`src/rtl/txn_pkg.sv`:
```
package txn_pkg;
  // One counting step: an increment request and a decrement request.
  typedef struct packed {
    logic up;
    logic down;
  } step_t;
endpackage

```
`src/rtl/txn_counter.sv`:
```
module txn_counter
  import txn_pkg::*;
#(
  parameter int CNT_W = 4,
  parameter int LIMIT = 8
) (
  input  logic             clk,
  input  logic             rst_n,
  input  step_t            step,
  output logic [CNT_W-1:0] cnt,
  output logic             at_limit,
  output logic             underflow
);
  localparam logic [CNT_W-1:0] LIM_C = CNT_W'(LIMIT);

  logic [CNT_W-1:0] cnt_q, cnt_d;
  logic             dec, cnt_en;

  always_comb begin
    underflow = step.down && (cnt_q == '0);
    dec       = step.down && !underflow;
    cnt_en    = step.up ^ dec;
    cnt_d     = cnt_q;
    if (step.up && !dec)      cnt_d = cnt_q + 1'b1;
    else if (dec && !step.up) cnt_d = cnt_q - 1'b1;
  end

  always_ff @(posedge clk or negedge rst_n) begin
    if (!rst_n)      cnt_q <= '0;
    else if (cnt_en) cnt_q <= cnt_d;
  end

  assign cnt      = cnt_q;
  assign at_limit = (cnt_q >= LIM_C);
endmodule

```
`src/rtl/wr_start_matcher.sv`:
```
module wr_start_matcher #(
  parameter int PEND_W = 4
) (
  input  logic clk,
  input  logic rst_n,
  input  logic aw_hs,
  input  logic w_hs,
  input  logic w_last,
  output logic start_wr
);
  logic [PEND_W-1:0] lead_q, lead_d;   // data bursts still waiting for an address
  logic [PEND_W-1:0] await_q, await_d; // addresses still waiting for data
  logic              mid_q, mid_d;     // inside a data burst
  logic              first_w, pend_en, mid_en;

  always_comb begin
    first_w  = w_hs && !mid_q;
    lead_d   = lead_q;
    await_d  = await_q;
    start_wr = 1'b0;
    if (aw_hs && first_w) begin
      start_wr = 1'b1;                 // one new write; pending tallies shift by zero
    end else if (aw_hs) begin
      if (lead_q != '0) lead_d = lead_q - 1'b1;
      else begin
        await_d  = await_q + 1'b1;
        start_wr = 1'b1;
      end
    end else if (first_w) begin
      if (await_q != '0) await_d = await_q - 1'b1;
      else begin
        lead_d   = lead_q + 1'b1;
        start_wr = 1'b1;
      end
    end
    pend_en = aw_hs ^ first_w;
    mid_en  = w_hs;
    mid_d   = !w_last;
  end

  always_ff @(posedge clk or negedge rst_n) begin
    if (!rst_n) begin
      lead_q  <= '0;
      await_q <= '0;
    end else if (pend_en) begin
      lead_q  <= lead_d;
      await_q <= await_d;
    end
  end

  always_ff @(posedge clk or negedge rst_n) begin
    if (!rst_n)      mid_q <= 1'b0;
    else if (mid_en) mid_q <= mid_d;
  end
endmodule

```
`src/rtl/txn_tracker.sv`:
```
module txn_tracker
  import txn_pkg::*;
#(
  parameter int CNT_W  = 4,
  parameter int PEND_W = 4,
  parameter int MAX_RD = 8,
  parameter int MAX_WR = 8
) (
  input  logic             clk,
  input  logic             rst_n,
  input  logic             ar_valid,
  input  logic             ar_ready,
  input  logic             r_valid,
  input  logic             r_ready,
  input  logic             r_last,
  input  logic             aw_valid,
  input  logic             aw_ready,
  input  logic             w_valid,
  input  logic             w_ready,
  input  logic             w_last,
  input  logic             b_valid,
  input  logic             b_ready,
  output logic [CNT_W-1:0] rd_active,
  output logic [CNT_W-1:0] wr_active,
  output logic             rd_at_limit,
  output logic             wr_at_limit,
  output logic             underflow_err
);
  logic  ar_hs, rl_hs, aw_hs, w_hs, b_hs, start_wr;
  logic  rd_uf, wr_uf, err_q, err_en;
  step_t rd_step, wr_step;

  always_comb begin
    ar_hs        = ar_valid && ar_ready;
    rl_hs        = r_valid && r_ready && r_last;
    aw_hs        = aw_valid && aw_ready;
    w_hs         = w_valid && w_ready;
    b_hs         = b_valid && b_ready;
    rd_step.up   = ar_hs;
    rd_step.down = rl_hs;
    wr_step.up   = start_wr;
    wr_step.down = b_hs;
    err_en       = (rd_uf || wr_uf) && !err_q;
  end

  wr_start_matcher #(.PEND_W(PEND_W)) u_match (
    .clk(clk), .rst_n(rst_n), .aw_hs(aw_hs), .w_hs(w_hs),
    .w_last(w_last), .start_wr(start_wr)
  );

  txn_counter #(.CNT_W(CNT_W), .LIMIT(MAX_RD)) u_rd_cnt (
    .clk(clk), .rst_n(rst_n), .step(rd_step), .cnt(rd_active),
    .at_limit(rd_at_limit), .underflow(rd_uf)
  );

  txn_counter #(.CNT_W(CNT_W), .LIMIT(MAX_WR)) u_wr_cnt (
    .clk(clk), .rst_n(rst_n), .step(wr_step), .cnt(wr_active),
    .at_limit(wr_at_limit), .underflow(wr_uf)
  );

  always_ff @(posedge clk or negedge rst_n) begin
    if (!rst_n)      err_q <= 1'b0;
    else if (err_en) err_q <= 1'b1;
  end

  assign underflow_err = err_q;
endmodule

```
`config.mk`:
```
export PLATFORM = sky130hd
export DESIGN_NAME = txn_tracker
export DESIGN_NICKNAME = d
export VERILOG_FILES = /design/src/rtl/txn_pkg.sv /design/src/rtl/txn_counter.sv /design/src/rtl/wr_start_matcher.sv /design/src/rtl/txn_tracker.sv
export SDC_FILE = /design/constraint.sdc
export NUM_CORES = 1
export LEC_CHECK = 0
export BUFFER_PORTS_ARGS = -buffer_cell sky130_fd_sc_hd__buf_2
export CAP_MARGIN = 20
export CORE_UTILIZATION = 30
export DETAILED_ROUTE_END_ITERATION = 16
export GPL_ROUTABILITY_DRIVEN = 1
export PLACE_DENSITY_LB_ADDON = 0.12
export SYNTH_ARGS = -nofsm -noshare
export SYNTH_HDL_FRONTEND = slang
export SYNTH_SLANG_ARGS = --single-unit
```
`constraint.sdc`:
```
create_clock -name clk -period 3.3 [get_ports clk]
set_input_delay 0.66 -clock clk [delete_from_list [all_inputs] [get_ports clk]]
set_output_delay 0.66 -clock clk [all_outputs]
set_load 0.02 [all_outputs]
```
# After elaboration in Yosys (flattened, before gate mapping)
# Index checks and enable logic that the tools add are counted.
# totals
register_bits	18
latchBits	0
ramBits	0
mem_bits_ro	0
word_cells	79
n_memories	0
# classes
add_sub_neg	8
n_mul	0
n_div	0
order_cmp	2
n_eq_ne	3
shifts	0
n_mux	17
bitwise	4
reduce_logical	39
# ops
operator	count
two-way mux 4 bit	12
logical AND 1 bit	17
adder 4 x 1 -> 4 bit (second input constant)	4
subtractor 4 x 1 -> 4 bit (second input constant)	4
AND reduction 5 bit	2
logical NOT 1 bit	9
>= comparator 4 bit (second input constant)	2
logical NOT 4 bit	2
nonzero test 2 bit	4
nonzero test 4 bit	2
two-way mux 1 bit	5
!= test 2 bit (second input constant)	2
AND reduction 2 bit	2
XOR 1 bit	3
!= test 2 x 1 -> 1 bit (second input constant)	1
logical OR 1 bit	1
inverter 1 bit	1

# Longest topological paths before layout
# Gate-level depths: netlist (run 1).
# depth
depth_word	9
mapped_depth	12
mapped_depth_nobuf	12

# Modules after synthesis
# A second synthesis (run 1) with hierarchy kept.
# hier_totals
cells_unflattened	123
hier_area_um2	1307.5
# by_module_without_submodules
module	n_inst	cells_per_inst	area_per_inst_um2	seq_area_each_um2
txn_counter	2	32	326.6	100.1
wr_start_matcher	1	52	591.8	225.2
txn_tracker	1	7	62.6	25.0

# Least setup slack after synthesis (run 1)
# OpenSTA, ideal clock, no wires.
# synth_timing
path_type	input to register
from	input port aw_valid
to	register u_wr_cnt.cnt_q[3], in the netlist u_wr_cnt.cnt[3]
t_arrival_ns	2.824
setup_slack_ns	0.395
stages	11
path_buffers	0
cell_sequence	nand2_1 inv_1 ha_1 a311o_2 ha_1 inv_1 ha_1 a21o_1 a21oi_1 mux2i_1 xnor2_1
# synth_between
elab_chain_len	7
# synth_lines
element	line	rtl
start: declaration	txn_tracker.sv:16	input logic aw_valid,
logical AND 1 bit *	txn_tracker.sv:36	aw_hs = aw_valid && aw_ready;
two-way mux 1 bit / logical AND 1 bit (equally long branches)	wr_start_matcher.sv:23, wr_start_matcher.sv:21	
two-way mux 1 bit *	wr_start_matcher.sv:21	if (aw_hs && first_w) begin
logical NOT 1 bit	txn_counter.sv:25	else if (dec && !step.up) cnt_d = cnt_q - 1'b1;
logical AND 1 bit	txn_counter.sv:25	
nonzero test 2 bit (no source line)	n/a	
AND reduction 2 bit (no source line)	n/a	
end signal: assignment	txn_counter.sv:30	else if (cnt_en) cnt_q <= cnt_d;
end: declaration	txn_counter.sv:16	logic [CNT_W-1:0] cnt_q, cnt_d;
# Every way passes the cells marked *; elsewhere a longest branch is shown, timed or not.
# A chain may end at the register's enable or synchronous reset.

# Worst setup path in the final report (run 1)
# layout_timing
from	input port w_valid
to	register u_wr_cnt.cnt_q[3], in the netlist u_wr_cnt.cnt[3]
# layout_between
elab_chain_len	9
# layout_lines
element	line	rtl
start: declaration	txn_tracker.sv:18	input logic w_valid,
logical AND 1 bit *	txn_tracker.sv:37	w_hs = w_valid && w_ready;
logical AND 1 bit *	wr_start_matcher.sv:17	first_w = w_hs && !mid_q;
two-way mux 1 bit	wr_start_matcher.sv:29	end else if (first_w) begin
two-way mux 1 bit	wr_start_matcher.sv:23	end else if (aw_hs) begin
two-way mux 1 bit *	wr_start_matcher.sv:21	
logical NOT 1 bit	txn_counter.sv:25	
logical AND 1 bit	txn_counter.sv:25	
nonzero test 2 bit (no source line)	n/a	
AND reduction 2 bit (no source line)	n/a	
# Marks and branches as above.

==> results of run 1 <==
[cell families (layout without fill, tap and decap cells)]
group,count (synthesis),after routing,synth area share (%)
AOI/OAI and AO/OA,15,15,8.063
xor gates and xnor gates,12,12,8.796
adders and majority gates,16,16,19.27
buffers and inverters,8,35,2.513
DFF,18,18,37.70
muxes,9,9,8.376
and+or+nand+nor,28,28,15.29
[metal layers]
layer / GRT usage (%) / vias to the layer above / wire [µm]
li1: - / 425 / -
met1: 17.17 / 398 / 1153
met2: 18.62 / 11 / 991
met3: 2.431 / 2 / 77
met4: 2.446 / 0 / 12
met5: 0 / - / 0
[Yosys cell counts (2+ instances only)]
cell and number:
a21o_1 3, a21oi_1 4, clkbuf_1 2, dfrtp_1 18
fa_1 4, ha_1 12, inv_1 6, mux2_2 4
mux2i_1 4, nand2_1 6, nand3_1 5, nor2_1 4
o21ai_0 4, or2_2 2, or4_1 2, xnor2_1 10
xor2_1 2
[layout make-up]
cell class | count | share of cell area [%]
sequential | 18 | 31.50
timing repair buffer | 25 | 8.924
inverter | 6 | 1.575
tap | 48 | 4.199
clock buffer | 4 | 3.850
multi-input combinational | 80 | 49.96
[worst paths after layout]
kind | from | endpoint | cells past startpoint
setup / recovery | w_valid | u_wr_cnt.cnt[3]$_DFFE_PN0P_ | 13
hold / removal | rst_n | u_match.await_q[2]$_DFFE_PN0P_ | 1
setup reg to reg | u_match.lead_q[0]$_DFFE_PN0P_ | u_wr_cnt.cnt[3]$_DFFE_PN0P_ | 10
hold reg to reg | u_match.mid_q$_DFFE_PN0N_ | u_match.mid_q$_DFFE_PN0N_ | 2
max in group asynchronous | rst_n | u_rd_cnt.cnt[1]$_DFFE_PN0P_ | 1
min in group clk | u_match.mid_q$_DFFE_PN0N_ | u_match.mid_q$_DFFE_PN0N_ | 2
[registers in the layout (all words and copies together), names as in the netlist]
register	cells
u_wr_cnt.cnt	4
u_match.lead_q	4
u_match.await_q	4
u_rd_cnt.cnt	4
underflow_err	1
u_match.mid_q	1
[power by group through the flow]
| stage | registers, µW | logic, µW | clock network (µW) |
|---|---|---|---|
| 4_1_cts | 470 | 641 | 191 |
| 2_1_floorplan | 518 | 420 | 0 |
| 3_5_place_dp | 474 | 637 | 0 |
| 5_1_grt | 490 | 709 | 201 |
| 6_report | 467 | 631 | 181 |
| 3_3_place_gp | 471 | 623 | 0 |
[per-stage QoR]
stage	cells	hold WS, ps	instance area, µm²	power [µW]	setup slack, ps
final	181	339.6	1430	1279	660.7
after global routing	181	372.5	1430	1401	445.1
after CTS	181	355.8	1430	1303	649.3
after detailed placement	177	468.0	1375	1111	378.2
after global placement	177	452.6	1375	1094	472.1
after floorplan	106	364.4	1195	937.8	395.2
[worst max-delay path, delay by kind of cell]
family / cells / cell delay (ps)
AOI/OAI and AO/OA: 3 / 650
xor gates and xnor gates: 1 / 130
adders and majority gates: 3 / 660
buffers and inverters: 3 / 270
muxes: 1 / 230
and+or+nand+nor: 2 / 210
==> out/results.tsv, run 1 <==
metric	value	unit
layout_common_cells	buf_2, dfrtp_1, ha_1	
antenna_found_initial	0	
final_common_cell	buf_2	
clkSinkCount	18	
num_rows	22	
drive_gt1_share	33.08	%
drt_iter0_drc	10	
setup_viol	0	
clockBufferDepth	2	
grt_overflow	0	
viasPerCell	4.619	
synth_cells	106	
core	3744	µm²
antenna_cells	0	
synthFlopType	dfrtp_1	
area_delta_synth_final	19.69	%
path_cells	buf_2 -> nand2_1 -> or2_2 -> inv_1 -> ha_1 -> a311o_2 -> ha_1 -> inv_1 -> ha_1 -> a21o_1 -> a21oi_1 -> mux2i_1 -> xnor2_1	
ys_seq_elements	18	
rsz0062_at_grt	no	
switching_share	41.16	%
first_global_vias	859	
io_buffers	24	
initial_utilization	31.92	%
routed_wl	2234	µm
multi_input_area	714.4	µm²
synth_nets	136	
synth_cell_types	31	
die_h	65.11	µm
async_flop_share	100.0	%
fillers	397	
internal_power	752.5	µW
path_class	in2reg	
ff2ff_setup_slack	720	ps
htreeDepth	1	
cts-root-buf	clkbuf_8	
finalClockSkew	1.286	ps
cts_buffers	3	
pwr-share-comb	49.3	%
relSlewSlack	71.30	%
switchingPower	526.4	µW
cts_hold_buf	0	
grtUsageTotal	11.98	%
place_congestion	0.7855	
post-dp-hpwl	1769	µm
max_freq	0.3789	GHz
io_pins	25	
max_stage_delay	310	ps
hold_viol	0	
worst_slew_pin_slew	430.5	ps
peakVddDrop	0.0003078	V
ys_seq_area_share	37.70	%
cp-end-kind	flip-flop	
finalSetupTns	0	ps
status	finished clean	
vias	836	
final_util	38.20	%
crit_arrival	2820	ps
netlist_area	1195	µm²
p_per_area	894.3	nW/µm²
p_clk_share	14.2	%
leakagePower	0.0006665	µW
drc	0	
drv_cap	0	
ys_top_cells_by_area	dfrtp_1, ha_1, xnor2_1, fa_1, mux2_2	
synth_edf_count	0	
pwr-share-seq	36.5	%
grt_max_degree	19	
clk_latency	250	ps
crit_required	3480	ps
grt_pass1_wl	3974	µm
cp_slowest_cell	a311o_2	
clk_pin_slew	70	ps
fp.dieArea	4239	µm²
cp-start-kind	input pin	
yosysWarnings	0	
avgSynthCellArea	11.27	µm²
cts_resized	0	
ff_latch_area	450.4	µm²
drv_slew	0	
layout_min_cycle_time	2639	ps
finalCritPeriodShare	79.98	%
min_path_type	in2async	
post_drt_wl_per_cell	12.34	µm
synth_top_area_cell	dfrtp_1	
cts_tree	built	
synth_top_area_share	37.70	%
antenna_left	0	
cts_setup_buffers	0	
die_w	65.11	µm
worst_path_most_repeated_cell	ha_1	
layout.nets	164	
path_max_fanout	4	
dr.pass1.iters	2	
Power figures use the tool's default switching activity.
==> inputs of run 2 (changes only) <==
- clock period: 3.3 -> 2.56 ns (I/O delays scaled with it)
==> out/results.tsv, run 2 (synthesized netlist as in run 1, its figures left out) <==
metric	value	unit	change
fp.dieArea	4239	µm²	unchanged
clk_pin_slew	70	ps	about the same
vias	892		was 836
crit_arrival	2640	ps	was 2820 ps
crit_family	simple AND/OR/NAND/NOR gates		was adder cells
cts_buffers	3		unchanged
antenna_left	0		unchanged
antenna_found_initial	0		unchanged
dpl_cell_area	1465	µm²	was 1375 µm²
path_max_fanout	3		was 4
setup_viol	0		unchanged
p_per_area	1150	nW/µm²	was 894.3 nW/µm²
max_freq	0.4057	GHz	
postLayoutCellArea	1556	µm²	was 1430 µm²
ff_latch_area	450.4	µm²	unchanged
relSlewSlack	72.04	%	was 71.30%
first_global_vias	932		was 859
path_buf_inv	1		was 3
cp-end-kind	flip-flop		unchanged
place_congestion	0.7464		was 0.7855
grtUsageTotal	12.59	%	was 11.98%
io_buffers	24		unchanged
leakagePower	0.0007308	µW	was 0.0006665 µW
multi_input_area	750.7	µm²	was 714.4 µm²
post-dp-hpwl	1805	µm	was 1769 µm
cp-start-kind	flip-flop		was input pin
min_path_type	in2async		unchanged
layout.nets	176		was 164
grt_overflow	0		unchanged
crit_required	2740	ps	was 3480 ps
io_pins	25		unchanged
peakVddDrop	0.0004662	V	was 0.0003078 V
grt_pass1_wl	4057	µm	was 3974 µm
cts-root-buf	clkbuf_8		unchanged
path_cells	or4_4 -> nor2_4 -> a311o_2 -> ha_4 -> inv_1 -> ha_1 -> a21o_1 -> a21oi_2 -> mux2i_1 -> xnor2_1		was buf_2 -> nand2_1 -> or2_2 -> inv_1 -> ha_1 -> a311o_2 -> ha_1 -> inv_1 -> ha_1 -> a21o_1 -> a21oi_1 -> mux2i_1 -> xnor2_1
layout_min_cycle_time	2465	ps	
drt_iter0_drc	6		was 10
drc	0		unchanged
die_h	65.11	µm	unchanged
finalCritPeriodShare	96.28	%	
path_class	reg2reg		was in2reg
antenna_cells	0		unchanged
drive_gt1_share	41.38	%	was 33.08%
post_drt_wl_per_cell	12.12	µm	was 12.34 µm
initial_utilization	31.92	%	unchanged
htreeDepth	1		unchanged
core	3744	µm²	unchanged
cts_hold_buf	0		unchanged
drv_cap	0		unchanged
hold_ws	179.2	ps	was 339.6 ps
status	finished clean		unchanged
cts_tree	built		unchanged
routed_wl	2339	µm	was 2234 µm
fillers	380		was 397
max_stage_delay	580	ps	was 310 ps
final_util	41.58	%	was 38.20%
dr.pass1.iters	2		unchanged
clkSinkCount	18		unchanged
final_common_cell	buf_2		unchanged
clk_latency	260	ps	was 250 ps
die_w	65.11	µm	unchanged
viasPerCell	4.622		was 4.619
worst_slew_pin_slew	419.4	ps	was 430.5 ps
finalClockSkew	3.146	ps	was 1.286 ps
cp_slowest_cell	or4_4		was a311o_2
num_rows	22		unchanged
clockBufferDepth	2		unchanged
drv_slew	0		unchanged
area_delta_synth_final	30.26	%	was 19.69%
layout_common_cells	buf_2, dfrtp_1, buf_4		was buf_2, dfrtp_1, ha_1
hold_viol	0		unchanged
grt_max_degree	19		unchanged
## run 2: cell count changes in the layout (fill, tap and decap cells not counted)
cell,previous run,this run
a21oi_1,4,3
a21oi_2,0,1
buf_4,1,13
ha_1,12,10
ha_4,0,2
nand2_1,6,5
nand2_4,0,1
## run 2: final timing paths
kind	startpoint	to	slack, ps	depth (start not counted)
min in group clk	w_last	u_match.mid_q$_DFFE_PN0N_	430	2
max in group asynchronous	rst_n	u_match.await_q[0]$_DFFE_PN0P_	2090	1
worst max-delay path	u_match.lead_q[1]$_DFFE_PN0P_	u_wr_cnt.cnt[3]$_DFFE_PN0P_	100	10
worst min register to register	u_match.mid_q$_DFFE_PN0N_	u_match.mid_q$_DFFE_PN0N_	470	2
worst min-delay path	rst_n	u_match.mid_q$_DFFE_PN0N_	180	1
worst max register to register	u_match.lead_q[1]$_DFFE_PN0P_	u_wr_cnt.cnt[3]$_DFFE_PN0P_	100	10
## run 2: repair_timing
item	4_1_cts	5_1_grt
resized for setup	0	4
setup endpoints to repair	0	1
hold endpoints to repair	0	0
buffers inserted	0	1
## run 2: metal layers
| metal | vias to the layer above | routed length [µm] | track usage (%) |
|---|---|---|---|
| met5 | - | 0 | 0 |
| met4 | 0 | 19 | 3.261 |
| met3 | 2 | 113 | 4.167 |
| met1 | 422 | 1106 | 15.59 |
| li1 | 447 | - | - |
| met2 | 21 | 1099 | 20.96 |
## run 2: power breakdown
| group | switching (µW) | total (µW) | internal (µW) |
|---|---|---|---|
| Combinational | 484 | 986 | 503 |
| Clock | 102 | 239 | 137 |
| Sequential | 137 | 564 | 428 |
| Total | 722 | 1790 | 1070 |
## run 2: area by class of cell
type                       count  area share, %
sequential                    18          28.94
multi-input combinational     80          48.23
timing repair buffer          37          13.99
tap                           48          3.859
inverter                       6          1.447
clock buffer                   4          3.537
## run 2: per-stage QoR
step	setup WS [ps]	TNS, ps	total power, µW	instances
2_1_floorplan	33.83	0	1209	106
3_3_place_gp	-44.59	-44.59	1498	188
3_5_place_dp	-133.4	-142.0	1518	188
4_1_cts	58.54	0	1768	192
5_1_grt	-43.42	-43.42	1947	193
6_report	95.27	0	1790	193
## run 2: worst register-to-register path, delay by kind of cell, from the launching register on
kind	cells	cell delay, ps
AND/OR/NAND/NOR	2	710
AO/OA/AOI/OAI	3	460
flip-flops	1	410
adder cells (fa/ha/maj)	2	390
multiplexers	1	230
XOR/XNOR	1	140
buffers and inverters	1	50
